===== src/rtl/irq_regbank_pkg.sv =====
package irq_regbank_pkg;

    localparam int IRQ_W  = 32;
    localparam int DATA_W = 32;
    localparam int ADDR_W = 6;

    typedef enum logic [ADDR_W-1:0] {
        OFS_EN      = 6'd33,
        OFS_EN_SET  = 6'd34,
        OFS_EN_CLR  = 6'd35,
        OFS_RAW     = 6'd36,
        OFS_SWI     = 6'd37,
        OFS_SWI_SET = 6'd38,
        OFS_SWI_CLR = 6'd39,
        OFS_CFG     = 6'd40,
        OFS_STAT    = 6'd41,
        OFS_VTB     = 6'd42
    } reg_ofs_e;

    // One update request for a bank of per-channel bits
    typedef struct packed {
        logic              ld;
        logic [IRQ_W-1:0]  ldval;
        logic [IRQ_W-1:0]  set;
        logic [IRQ_W-1:0]  clr;
    } bit_upd_t;

    typedef struct packed {
        logic [DATA_W-3:0] rsvd;
        logic              raw_any;
        logic              req_any;
    } status_t;

    // Everything the read path can return
    typedef struct packed {
        logic [DATA_W-1:0] raw;
        logic [DATA_W-1:0] swi;
        logic [DATA_W-1:0] en;
        logic [DATA_W-1:0] cfg;
        status_t           status;
        logic [DATA_W-1:0] vtb;
    } rd_src_t;

    localparam logic [DATA_W-1:0] VTB_KEEP = ~(DATA_W'(3));

    function automatic logic [IRQ_W-1:0] impl_mask(input int n);
        logic [IRQ_W-1:0] m;
        for (int i = 0; i < IRQ_W; i++) begin
            m[i] = (i < n);
        end
        return m;
    endfunction

    function automatic logic [DATA_W-1:0] cfg_keep(input int w);
        logic [DATA_W-1:0] m;
        for (int i = 0; i < DATA_W; i++) begin
            m[i] = (i < w);
        end
        return m;
    endfunction

endpackage


===== src/rtl/irq_bitreg.sv =====
module irq_bitreg
    import irq_regbank_pkg::*;
#(
    parameter logic [IRQ_W-1:0] KEEP = '1
) (
    input  logic             clk,
    input  logic             rst,
    input  bit_upd_t         upd,
    output logic [IRQ_W-1:0] q
);

    logic [IRQ_W-1:0] nxt;

    // Per channel: a full load wins, else set takes priority over clear.
    // Channels outside KEEP are held at zero.
    for (genvar i = 0; i < IRQ_W; i++) begin : g_bit
        assign nxt[i] = KEEP[i] &
                        (upd.ld ? upd.ldval[i]
                                : ((q[i] & ~upd.clr[i]) | upd.set[i]));
    end

    always_ff @(posedge clk) begin
        if (rst) begin
            q <= '0;
        end else begin
            q <= nxt;
        end
    end

endmodule


===== src/rtl/irq_decode.sv =====
module irq_decode
    import irq_regbank_pkg::*;
(
    input  logic              wr,
    input  logic [ADDR_W-1:0] addr,
    input  logic [DATA_W-1:0] wdata,
    output bit_upd_t          swi_upd,
    output bit_upd_t          en_upd,
    output logic              cfg_we,
    output logic              vtb_we
);

    always_comb begin
        swi_upd = '0;
        en_upd  = '0;
        cfg_we  = 1'b0;
        vtb_we  = 1'b0;
        if (wr) begin
            case (addr)
                OFS_SWI: begin
                    swi_upd.ld    = 1'b1;
                    swi_upd.ldval = wdata;
                end
                OFS_SWI_SET: swi_upd.set = wdata;
                OFS_SWI_CLR: swi_upd.clr = wdata;
                OFS_EN: begin
                    en_upd.ld    = 1'b1;
                    en_upd.ldval = wdata;
                end
                OFS_EN_SET:  en_upd.set = wdata;
                OFS_EN_CLR:  en_upd.clr = wdata;
                OFS_CFG:     cfg_we = 1'b1;
                OFS_VTB:     vtb_we = 1'b1;
                default: ;
            endcase
        end
    end

endmodule


===== src/rtl/irq_mask.sv =====
module irq_mask
    import irq_regbank_pkg::*;
#(
    parameter logic [IRQ_W-1:0] KEEP = '1
) (
    input  logic             clk,
    input  logic             rst,
    input  logic [IRQ_W-1:0] hw,
    input  logic [IRQ_W-1:0] swi,
    input  logic [IRQ_W-1:0] en,
    output logic [IRQ_W-1:0] raw,
    output logic [IRQ_W-1:0] req_q
);

    logic [IRQ_W-1:0] merged;

    assign raw    = hw & KEEP;
    assign merged = (raw | swi) & en;

    always_ff @(posedge clk) begin
        if (rst) begin
            req_q <= '0;
        end else begin
            req_q <= merged & KEEP;
        end
    end

endmodule


===== src/rtl/irq_rdmux.sv =====
module irq_rdmux
    import irq_regbank_pkg::*;
(
    input  logic              clk,
    input  logic              rst,
    input  logic              rd,
    input  logic [ADDR_W-1:0] addr,
    input  rd_src_t           src,
    output logic [DATA_W-1:0] rdata
);

    logic [DATA_W-1:0] sel;

    // Set/clear aliases and unmapped offsets fall to the zero default
    always_comb begin
        case (addr)
            OFS_RAW:  sel = src.raw;
            OFS_SWI:  sel = src.swi;
            OFS_EN:   sel = src.en;
            OFS_CFG:  sel = src.cfg;
            OFS_STAT: sel = src.status;
            OFS_VTB:  sel = src.vtb;
            default:  sel = '0;
        endcase
    end

    always_ff @(posedge clk) begin
        if (rst) begin
            rdata <= '0;
        end else if (rd) begin
            rdata <= sel;
        end
    end

endmodule


===== src/rtl/irq_regbank.sv =====
module irq_regbank
    import irq_regbank_pkg::*;
#(
    parameter int NUM_IRQ = 20,
    parameter int CFG_W   = 8
) (
    input  logic              clk,
    input  logic              rst,
    input  logic              bus_wr,
    input  logic              bus_rd,
    input  logic [ADDR_W-1:0] bus_addr,
    input  logic [DATA_W-1:0] bus_wdata,
    output logic [DATA_W-1:0] bus_rdata,
    input  logic [IRQ_W-1:0]  hw_irq,
    output logic [IRQ_W-1:0]  irq_req,
    output logic              any_req
);

    localparam logic [IRQ_W-1:0]  IMPL     = impl_mask(NUM_IRQ);
    localparam logic [DATA_W-1:0] CFG_KEEP = cfg_keep(CFG_W);

    bit_upd_t          swi_upd;
    bit_upd_t          en_upd;
    logic              cfg_we;
    logic              vtb_we;
    logic [IRQ_W-1:0]  swi_q;
    logic [IRQ_W-1:0]  en_q;
    logic [IRQ_W-1:0]  raw;
    logic [DATA_W-1:0] cfg_q;
    logic [DATA_W-1:0] vtb_q;
    status_t           status;
    rd_src_t           rd_src;

    irq_decode u_decode (
        .wr      (bus_wr),
        .addr    (bus_addr),
        .wdata   (bus_wdata),
        .swi_upd (swi_upd),
        .en_upd  (en_upd),
        .cfg_we  (cfg_we),
        .vtb_we  (vtb_we)
    );

    irq_bitreg #(.KEEP(IMPL)) u_swi (
        .clk (clk),
        .rst (rst),
        .upd (swi_upd),
        .q   (swi_q)
    );

    irq_bitreg #(.KEEP(IMPL)) u_en (
        .clk (clk),
        .rst (rst),
        .upd (en_upd),
        .q   (en_q)
    );

    irq_mask #(.KEEP(IMPL)) u_mask (
        .clk   (clk),
        .rst   (rst),
        .hw    (hw_irq),
        .swi   (swi_q),
        .en    (en_q),
        .raw   (raw),
        .req_q (irq_req)
    );

    always_ff @(posedge clk) begin
        if (rst) begin
            cfg_q <= '0;
            vtb_q <= '0;
        end else begin
            if (cfg_we) cfg_q <= bus_wdata & CFG_KEEP;
            if (vtb_we) vtb_q <= bus_wdata & VTB_KEEP;
        end
    end

    assign any_req = |irq_req;

    always_comb begin
        status         = '0;
        status.req_any = any_req;
        status.raw_any = |raw;
    end

    assign rd_src = '{raw: raw, swi: swi_q, en: en_q, cfg: cfg_q,
                      status: status, vtb: vtb_q};

    irq_rdmux u_rdmux (
        .clk   (clk),
        .rst   (rst),
        .rd    (bus_rd),
        .addr  (bus_addr),
        .src   (rd_src),
        .rdata (bus_rdata)
    );

endmodule


===== config.mk =====
export PLATFORM = sky130hd
export DESIGN_NAME = irq_regbank
export DESIGN_NICKNAME = d
export VERILOG_FILES = /design/src/rtl/irq_regbank_pkg.sv /design/src/rtl/irq_bitreg.sv /design/src/rtl/irq_decode.sv /design/src/rtl/irq_mask.sv /design/src/rtl/irq_rdmux.sv /design/src/rtl/irq_regbank.sv
export SDC_FILE = /design/constraint.sdc
export NUM_CORES = 1
export LEC_CHECK = 0
export ABC_CLOCK_PERIOD_IN_PS = 1600
export BUFFER_PORTS_ARGS = -buffer_cell sky130_fd_sc_hd__buf_2
export CORE_AREA = 2 2 129 131
export CTS_BUF_LIST = sky130_fd_sc_hd__clkbuf_8 sky130_fd_sc_hd__clkbuf_16
export CTS_CLUSTER_SIZE = 8
export DETAILED_ROUTE_END_ITERATION = 16
export DIE_AREA = 0 0 131 133
export SLEW_MARGIN = 0
export SYNTH_ARGS = -nofsm -noshare
export SYNTH_HDL_FRONTEND = slang
export SYNTH_SLANG_ARGS = --single-unit

===== constraint.sdc =====
create_clock -name clk -period 1.6 [get_ports clk]
set_input_delay 0.08 -clock clk [delete_from_list [all_inputs] [get_ports clk]]
set_output_delay 0.08 -clock clk [all_outputs]
set_load 0.01 [all_outputs]

After elaboration in Yosys (flattened, before gate mapping)
Index checks and enable logic that the tools add are counted.

Equality and inequality tests: 10. Muxes and demuxes: 53. Bitwise gates (word level): 122. Reductions and logical operators: 2.

Operator list (count): $mux 97 (2); $pmux 32 s6 (1); $mux 32 (4); $mux 33 (2); $eq 6x6->1 const B (10); $mux 1 (44); $and 1x1->1 (40); $not 1->1 (40); $or 1x1->1 (40); $reduce_or 32->1 (1); $and 20x20->20 (1); $or 20x20->20 (1); $reduce_or 20->1 (1).

Register bits after elaboration: 142. Bits of input ports: 74. Output and inout port bits: 65. Word-level logic and storage cells: 194.

Depth between registers and ports, before layout
Gate-level depths: netlist of run 1.

Depth after elaboration: 7. Mapped depth: 7. Depth with buffers taken out: 4.

Hierarchy
A second synthesis of run 1 with hierarchy kept.

Cell total of the unflattened synthesis: 1101. Area total of the unflattened synthesis: 9561.7 µm².

Modules (own cells, without submodules): irq_rdmux (times used 1, cells each 296, area an instance 2877.8 µm², sequential area each 640.6 µm²); irq_bitreg (times used 2, cells each 119, area an instance 1104.8 µm², sequential area each 400.4 µm²); irq_decode (times used 1, cells each 314, area an instance 1891.8 µm², sequential area each 0.0 µm²); irq_regbank (times used 1, cells each 146, area an instance 1500.2 µm², sequential area each 760.7 µm²); irq_mask (times used 1, cells each 107, area an instance 1082.3 µm², sequential area each 400.4 µm²).

Worst setup path before layout of run 1
No wires, ideal clock.

Path type: input to register. From: input port bus_addr[0]. To: register u_rdmux.rdata[8]. Library setup time: 129 ps. Arrival: 1295 ps. Required time: 1471 ps. Setup slack: 176 ps. Stages: 5. Buffers on the path: 2. Path through: buf_2 > buf_1 > mux2_2 > a222oi_1 > o21ai_1.

Cells in the longest elaborated chain, start to end: 2. Elaborated cells on any way between the ends: 7. Classes of those cells: eq/ne (6); mux (1).

Ends and longest elaborated chain: start, declared (line irq_regbank.sv:11) `input logic [ADDR_W-1:0] bus_addr,`; $eq 6x6->1 (line irq_rdmux.sv:16) `case (addr)`; $pmux 32 s6 (*) (line irq_rdmux.sv:16); end signal, assigned (line irq_rdmux.sv:31) `rdata <= sel;`; end, declared (line irq_rdmux.sv:9) `output logic [DATA_W-1:0] rdata`.

Every way passes the cells marked *; elsewhere a longest branch is shown, timed or not. A chain may end at the register's enable or synchronous reset.

Worst setup path after layout of run 1
From: register u_mask.req_q[14]. To: output port any_req.

Cells in the longest elaborated chain, start to end: 1.

Ends and longest elaborated chain: start, declared (line irq_mask.sv:12) `output logic [IRQ_W-1:0] req_q`; start signal, assigned (line irq_mask.sv:24) `req_q <= merged & KEEP;`; $reduce_or 32->1 (line irq_regbank.sv:78) `assign any_req = |irq_req;`; end, declared (line irq_regbank.sv:16) `output logic any_req`.

No other way between the ends.

==> flow_summary.yaml, run 1 <==
outcome:
  status: "finished with violations"
  violations: "setup timing"
yosys:
  synthSimpleGateAreaFrac_pct: 19.98
  ys_async_sr_fraction_pct: 0
  syn_inst: 715
  synth_area_um2: 6261
  yosysUniqueCellTypes: 42
  synthMuxAreaShare_pct: 5.576
  synth_top_family_by_area: "compound AO/OA/AOI/OAI gates"
  syn_area_per_cell_um2: 8.757
  yosysSeqAreaShare_pct: 41.57
  synth_compound_area_share_pct: 26.28
  synth_edf_count: 0
  synth_warnings: 0
  synthAdderAreaFrac_pct: 0
  synth_xor_area_share_pct: 0
  ys_ff_latch: 130
  synthFlopType: "dfxtp_1"
layout:
  layout.nets: 955
  drive_gt1_share_pct: 28.67
  postLayoutCellArea_um2: 8478
  area_growth_pct: 35.41
  num_antenna_cells: 0
  final_cell_mix: "dfxtp_1, buf_2, nand2_1, nor2_1, nand3_1"
  final_common_cell: "dfxtp_1"
  final_cells: 1113
setup_path:
  worstSetupPathType: "reg2out"
  crit_fanout: 2
  cp_cell_sequence: "nor4_4 -> buf_4 -> nand3_4 -> or2_4 -> buf_6"
  worstPathArrival_ns: 1.64
  crit_family: "simple AND/OR/NAND/NOR gates"
  critPathMaxStageDelay_ns: 0.33
  path_buf_inv: 2
  cp_slowest_cell: "dfxtp_2"
  crit_required_ns: 1.52
  start_kind: "register"
  cp-end-kind: "primary output"
pwr:
  power_uw: 8049
  power_per_cell_area_nw_per_um2: 949.4
  power.leakage_uw: 0.003449
  peakVddDrop_uv: 732.4
sta:
  period_share_pct: 107.5
  setup_slack_ns: -0.1201
  setup_viol: 1
  hold_violations: 0
  finClkSkew_ns: 0.009707
  slew_viol_final: 0
  rsz0062_at_grt: "true"
  period_needed_ns: 1.720
  fmax_mhz: 581.4
  final.setup.tns_ns: -0.1201
routing:
  wl_per_cell_um: 18.39
  vias_per_cell: 5.655
  ant_nets: 0
  drt-pass1-iter-count: 8
  wirelength_um: 20470
  drc_errors: 0
  drtIter0Drc: 761
  via_count: 6294
die:
  initial_core_util_pct: 38.72
  die_x_um: 131
  num_rows: 47
  coreArea_um2: 16170
  fp.dieArea_um2: 17420
  die_y_um: 133
  ios: 139
clock_network:
  cts_buffers: 17
  clk_pin_slew_ns: 0.06
  cts_sinks: 130
  clk_latency_ns: 0.42
  root_buffer: "clkbuf_16"
  clockBufferDepth: 2
  htree_num_levels: 4
  cts_setup_buffers: 0
  cts_tree: "yes"
global_route:
  grt_pass1_vias: 5921
  antenna_found_initial: 0
  grt_usage_pct: 23.94
  grt_max_degree: 58
  grt_pass1_wl_um: 32290
  grt_overflow: 0
run:
  max_cap_viol_count: 0
place:
  dp.cells: 1031
  hpwl_um: 13510
  numPortBuffers: 114
  post_dp_cell_area_um2: 7292
  gp_congestion: 0.8090
min_path:
  min_path_type: "in2reg"
## registers in the layout, summed over array words and instances, names as in the netlist
signal and flops:
u_rdmux.rdata 32, vtb_q 30, u_en.q 20, u_mask.req_q 20, u_swi.q 20, cfg_q 8
## what timing repair did
action                                 4_1_cts  5_1_grt
gates resized for setup                      7        4
endpoints found under the hold margin       53        0
setup endpoints to repair                    1        1
pin swaps                                    2        1
hold buffers                                51        0
## power by group
group | internal [uW] | total (uW) | switching, uW
Clock | 2660 | 4080 | 1420
Combinational | 295 | 701 | 406
Sequential | 3250 | 3260 | 12.4
Total | 6210 | 8050 | 1840
## stage by stage
step	hold WS (ns)	worst slack, ns	util (%)
final	0.01367	-0.1201	52.43
after global routing	0.04086	-0.1829	52.43
after CTS	0.002639	-0.1964	52.29
after detailed placement	0.3277	-0.03156	45.09
after global placement	0.3281	0.02242	45.09
after floorplan	0.2160	0.1758	-
## synthesized netlist by cell type, drive strengths merged, types with 3 or more instances
cell type	n	share of area, %
dfxtp	130	42
nor2	96	5.8
nand2	94	5.6
nand3	56	4.6
a21oi	43	3.4
buf	43	4.1
a221oi	42	5.9
a2111oi	41	8.5
clkbuf	38	2.3
mux2	23	4.1
o211a	20	3.2
o21ai	19	1.5
a222oi	17	2.7
nor4	10	1.0
mux2i	9	1.4
nand2b	5	0.50
and2	4	0.40
and3	3	0.30
nor2b	3	0.30
## logic make-up (layout without fill, tap and decap cells)
| group | Yosys count | in the layout |
|---|---|---|
| buffers and inverters | 83 | 250 |
| other | 1 | 12 |
| AO/OA/AOI/OAI | 190 | 190 |
| flip-flops | 130 | 130 |
| multiplexers | 32 | 32 |
| AND/OR/NAND/NOR | 279 | 279 |
## final cells by class
type	count	area [um^2]
Sequential cell	130	2605
Multi-Input combinational cell	513	3342
Clock buffer	19	452.9
Inverter	2	7.507
Timing Repair Buffer	217	1630
Clock inverter	12	165.2
Fill cell	1533	7694
Tap cell	220	275.3
## worst paths after layout
path	from	endpoint	slack [ns]	cells past startpoint
max	u_mask.req_q[14]	any_req	-0.12	5
min	bus_wdata[1]	cfg_q[1]	0.01	3
max reg2reg	u_mask.req_q[14]	u_rdmux.rdata[0]	0.30	5
min reg2reg	u_rdmux.rdata[18]	u_rdmux.rdata[18]	0.44	2
## metal layers
| layer | wire [um] | share of wire, % | GRT usage [%] | vias to the layer above |
|---|---|---|---|---|
| met5 | 0 | 0 | 0 | - |
| met4 | 742 | 3.6 | 10.34 | 0 |
| met3 | 946 | 4.6 | 4.286 | 48 |
| met2 | 9737 | 48 | 37.91 | 208 |
| met1 | 9042 | 44 | 31.80 | 3054 |
| li1 | - | - | - | 2984 |
## worst register-to-register path: stages, from the launching register on
cell	delay (ns)
dfxtp_2	0.33
nor4_4	0.25
buf_4	0.17
nand3_4	0.09
o21ai_0	0.22
a221oi_1	0.11
Power figures use the tool's default switching activity.
==> inputs of run 2 (changes only) <==
--- a/config.mk
+++ b/config.mk
@@ -7,11 +7,13 @@
 export LEC_CHECK = 0
 export ABC_CLOCK_PERIOD_IN_PS = 1600
 export BUFFER_PORTS_ARGS = -buffer_cell sky130_fd_sc_hd__buf_2
-export CORE_AREA = 2 2 129 131
+export CORE_AREA = 4 4 131 133
 export CTS_BUF_LIST = sky130_fd_sc_hd__clkbuf_8 sky130_fd_sc_hd__clkbuf_16
 export CTS_CLUSTER_SIZE = 8
 export DETAILED_ROUTE_END_ITERATION = 16
-export DIE_AREA = 0 0 131 133
+export DIE_AREA = 0 0 135 137
+export PLACE_DENSITY = 0.63
+export SETUP_SLACK_MARGIN = 0.02
 export SLEW_MARGIN = 0
 export SYNTH_ARGS = -nofsm -noshare
 export SYNTH_HDL_FRONTEND = slang
==> flow_summary.yaml, run 2 (same netlist as run 1, synthesis figures left out) <==
layout:
  largest_register_ff_count: 32
  top_register: "u_rdmux.rdata"
  num_antenna_cells: 0
  postLayoutCellArea_um2: 8391
  layout.nets: 950
  area_growth_pct: 34.01
  final_cell_mix: "dfxtp_1, buf_2, nand2_1, nor2_1, nand3_1"
  largest_registers: "u_rdmux.rdata: 32 flops, vtb_q: 30 flops"
  final_common_cell: "dfxtp_1"
  drive_gt1_share_pct: 28.12
  final_cells: 1105
pwr:
  power_per_cell_area_nw_per_um2: 931.3
  peakVddDrop_uv: 711.5
  power.leakage_uw: 0.003393
  power_uw: 7814
global_route:
  antenna_found_initial: 1
  grt_max_degree: 45
  grt_pass1_vias: 6003
  grt_pass1_wl_um: 32790
  grt_overflow: 0
  grt_usage_pct: 22.73
outcome:
  status: "finished with violations"
  violations: "setup timing"
routing:
  vias_per_cell: 5.681
  wirelength_um: 20980
  drc_errors: 0
  drtIter0Drc: 788
  drt-pass1-iter-count: 6
  ant_nets: 0
  via_count: 6278
  wl_per_cell_um: 18.99
min_path:
  min_path_type: "in2reg"
place:
  dp.cells: 1022
  post_dp_cell_area_um2: 7249
  hpwl_um: 13780
  numPortBuffers: 114
  gp_congestion: 0.7945
die:
  fp.dieArea_um2: 18500
  die_y_um: 137
  initial_core_util_pct: 39.56
  die_x_um: 135
  coreArea_um2: 15830
  ios: 139
  num_rows: 46
sta:
  setup_slack_ns: -0.1428
  setup_viol: 1
  fmax_mhz: 573.8
  slew_viol_final: 0
  max_slew_margin_pct: 64.64
  worstMarginPinSlew_ns: 0.5304
  period_share_pct: 108.9
  rsz0062_at_grt: "true"
  finClkSkew_ns: 0.007989
  final.setup.tns_ns: -0.1428
  hold_violations: 0
  period_needed_ns: 1.743
clock_network:
  cts_tree: "yes"
  clk_latency_ns: 0.43
  root_buffer: "clkbuf_16"
  clockBufferDepth: 2
  cts_buffers: 17
  htree_num_levels: 4
  clk_pin_slew_ns: 0.06
  cts_sinks: 130
run:
  max_cap_viol_count: 0
setup_path:
  start_kind: "register"
  crit_required_ns: 1.52
  worstSetupPathType: "reg2out"
  cp-end-kind: "primary output"
  worstPathArrival_ns: 1.66
  crit_fanout: 2
-- run 2: metal layers --
metal	global-route usage [%]	vias to the layer above	share of wire, %	wire, um
met3	4.853	35	6.8	1436
met4	9.406	2	2.4	504
li1	-	2968	-	-
met2	36.85	262	48	10100
met5	0	-	0.062	13
met1	29.51	3011	43	8922
-- run 2: repair_timing --
item	in CTS	in global routing
pin swaps	2	0
setup endpoints to repair	1	1
endpoints found under the hold margin	50	0
setup buffers	1	0
hold buffers	50	0
resized for setup	9	0
-- run 2: cell type report --
cell class	instances	area, um^2
timing repair buffer	212	1590
sequential	130	2604
clock inverter	12	116.4
multi-input combinational	513	3336
clock buffer	20	466.7
fill	1469	7437
inverter	2	7.507
tap	216	270.3
-- run 2: worst max-delay path: stages (launching register included) --
cell and delay, ns:
dfxtp_2 0.33, nor4_2 0.27, buf_4 0.18, nand3_4 0.09
or2_4 0.25, buf_6 0.12
-- run 2: final timing paths --
| path | start | end | slack [ns] | cells after the start |
|---|---|---|---|---|
| setup / recovery | u_mask.req_q[19] | any_req | -0.14 | 5 |
| hold / removal | bus_wdata[0] | cfg_q[0] | 0.02 | 3 |
| setup reg to reg | u_mask.req_q[19] | u_rdmux.rdata[0] | 0.14 | 6 |
| hold reg to reg | u_rdmux.rdata[4] | u_rdmux.rdata[4] | 0.44 | 2 |
-- run 2: power by group --
part / internal (uW) / switching, uW
combinational: 293 / 413
clock: 2390 / 1460
sequential: 3250 / 12.0
total: 5930 / 1880
-- run 2: through the flow --
step                utilization [%]  setup slack (ns)  hold WS [ns]
floorplan                         -            0.1758        0.2160
global placement              45.80           0.06461        0.3242
detailed placement            45.80           0.03006        0.3262
CTS                           53.01           -0.1447       0.01827
global route                  53.01           -0.2131       0.01808
finish                        53.01           -0.1428       0.01747
==> inputs of run 3 (changes only) <==
--- a/config.mk
+++ b/config.mk
@@ -7,11 +7,11 @@
 export LEC_CHECK = 0
 export ABC_CLOCK_PERIOD_IN_PS = 1600
 export BUFFER_PORTS_ARGS = -buffer_cell sky130_fd_sc_hd__buf_2
-export CORE_AREA = 4 4 131 133
+export CORE_AREA = 2 2 129 131
 export CTS_BUF_LIST = sky130_fd_sc_hd__clkbuf_8 sky130_fd_sc_hd__clkbuf_16
 export CTS_CLUSTER_SIZE = 8
 export DETAILED_ROUTE_END_ITERATION = 16
-export DIE_AREA = 0 0 135 137
+export DIE_AREA = 0 0 131 133
 export PLACE_DENSITY = 0.63
 export SETUP_SLACK_MARGIN = 0.02
 export SLEW_MARGIN = 0
==> flow_summary.yaml, run 3 (same netlist as run 1, synthesis figures left out) <==
global_route:
  grt_overflow: 0
  grt_max_degree: 61
  grt_pass1_wl_um: 32680
  grt_usage_pct: 24.37
  grt_pass1_vias: 5991
  antenna_found_initial: 0
setup_path:
  start_kind: "register"
  reg2reg_from: "u_swi.q[18]"
  reg2reg_slack_ns: 0.29
  worstSetupPathType: "reg2out"
  r2r_end: "u_rdmux.rdata[18]"
  crit_required_ns: 1.52
  cp-end-kind: "primary output"
  rr_worst_depth: 3
  crit_fanout: 2
  worstPathArrival_ns: 1.67
sta:
  finClkSkew_ns: 0.005288
  rsz0062_at_grt: "true"
  period_share_pct: 109.5
  slew_viol_final: 0
  fmax_mhz: 571.0
  setup_viol: 1
  setup_slack_ns: -0.1513
  hold_violations: 0
  final.setup.tns_ns: -0.1513
  period_needed_ns: 1.751
die:
  die_y_um: 133
  ios: 139
  initial_core_util_pct: 38.72
  die_x_um: 131
  num_rows: 47
  coreArea_um2: 16170
  fp.dieArea_um2: 17420
layout:
  drive_gt1_share_pct: 28.67
  postLayoutCellArea_um2: 8478
  layout.nets: 954
  largest_register_ff_count: 32
  top_register: "u_rdmux.rdata"
  final_cell_mix: "dfxtp_1, buf_2, nand2_1, nor2_1, nand3_1"
  num_antenna_cells: 0
  largest_registers: "u_rdmux.rdata: 32 flops, vtb_q: 30 flops"
  final_common_cell: "dfxtp_1"
  area_growth_pct: 35.41
place:
  pre_cts_ws_ns: -0.1786
  post_dp_cell_area_um2: 7302
  numPortBuffers: 114
  gp_congestion: 0.8263
  hpwl_um: 13690
routing:
  drtIter0Drc: 712
  wl_per_cell_um: 18.44
  drt-pass1-iter-count: 6
  ant_nets: 0
  wirelength_um: 20530
  drc_errors: 0
  via_count: 6222
  vias_per_cell: 5.590
clock_network:
  htree_num_levels: 4
  cts_sinks: 130
  cts_setup_buffers: 0
  root_buffer: "clkbuf_16"
  clockBufferDepth: 2
  clk_pin_slew_ns: 0.06
  clk_latency_ns: 0.42
  cts_buffers: 17
  cts_tree: "yes"
min_path:
  hold_path_depth: 2
  min_to: "cfg_q[3]"
  min_from: "rst"
  min_path_type: "in2reg"
run:
  max_cap_viol_count: 0
outcome:
  violations: "setup timing"
  status: "finished with violations"
pwr:
  peakVddDrop_uv: 715.8
  power.leakage_uw: 0.003420
  power_per_cell_area_nw_per_um2: 936.3
run 3: where the power goes:
group          internal (uW)  switching, uW  leakage [uW]
sequential              3250           12.4       0.00105
combinational            305            411       0.00209
clock                   2400           1560      0.000283
total                   5960           1980       0.00342
run 3: repair_timing:
| action | CTS | global route |
|---|---|---|
| hold buffers | 52 | 0 |
| gates resized for setup | 8 | 2 |
| pin swaps | 2 | 0 |
| hold endpoints to repair | 52 | 0 |
| endpoints found under the setup margin | 1 | 1 |
run 3: area by class of cell:
class,count,area [um^2]
multi-input combinational,513,3336
fill,1525,7694
clock buffer,19,452.9
timing repair buffer,216,1650
clock inverter,13,151.4
sequential,130,2605
inverter,2,7.507
tap,220,275.3
run 3: worst max path at each step:
| stage | to | depth (start not counted) | start | slack, ns |
|---|---|---|---|---|
| after global placement | u_swi.q[2] | 7 | bus_addr[3] | -0.04 |
| after floorplan | u_rdmux.rdata[8] | 5 | bus_addr[0] | 0.18 |
| after detailed placement | u_swi.q[14] | 7 | bus_addr[3] | -0.18 |
| after global routing | any_req | 5 | u_mask.req_q[19] | -0.22 |
| after CTS | any_req | 5 | u_mask.req_q[19] | -0.19 |
| final | any_req | 5 | u_mask.req_q[19] | -0.15 |
run 3: worst max-delay path: stages (launching register included):
cell     delay [ns]
dfxtp_2        0.34
nor4_4         0.25
buf_4          0.17
nand3_4        0.09
or2_4          0.27
buf_6          0.12
run 3: stage by stage:
stage	power, uW	instances	hold slack (ns)	util (%)
3_5_place_dp	3938	1029	0.3287	45.15
3_3_place_gp	3936	1029	0.3264	45.15
6_report	7938	1113	0.05213	52.43
5_1_grt	8184	1113	0.06815	52.43
2_1_floorplan	3670	726	0.2160	-
4_1_cts	7986	1113	0.03582	52.36
run 3: routing by layer:
| layer | global-route usage [%] | share of wire, % | vias up |
|---|---|---|---|
| met2 | 38.11 | 47 | 246 |
| li1 | - | - | 2976 |
| met4 | 10.64 | 3.2 | 0 |
| met5 | 0 | 0 | - |
| met1 | 32.00 | 44 | 2962 |
| met3 | 5.580 | 5.8 | 38 |
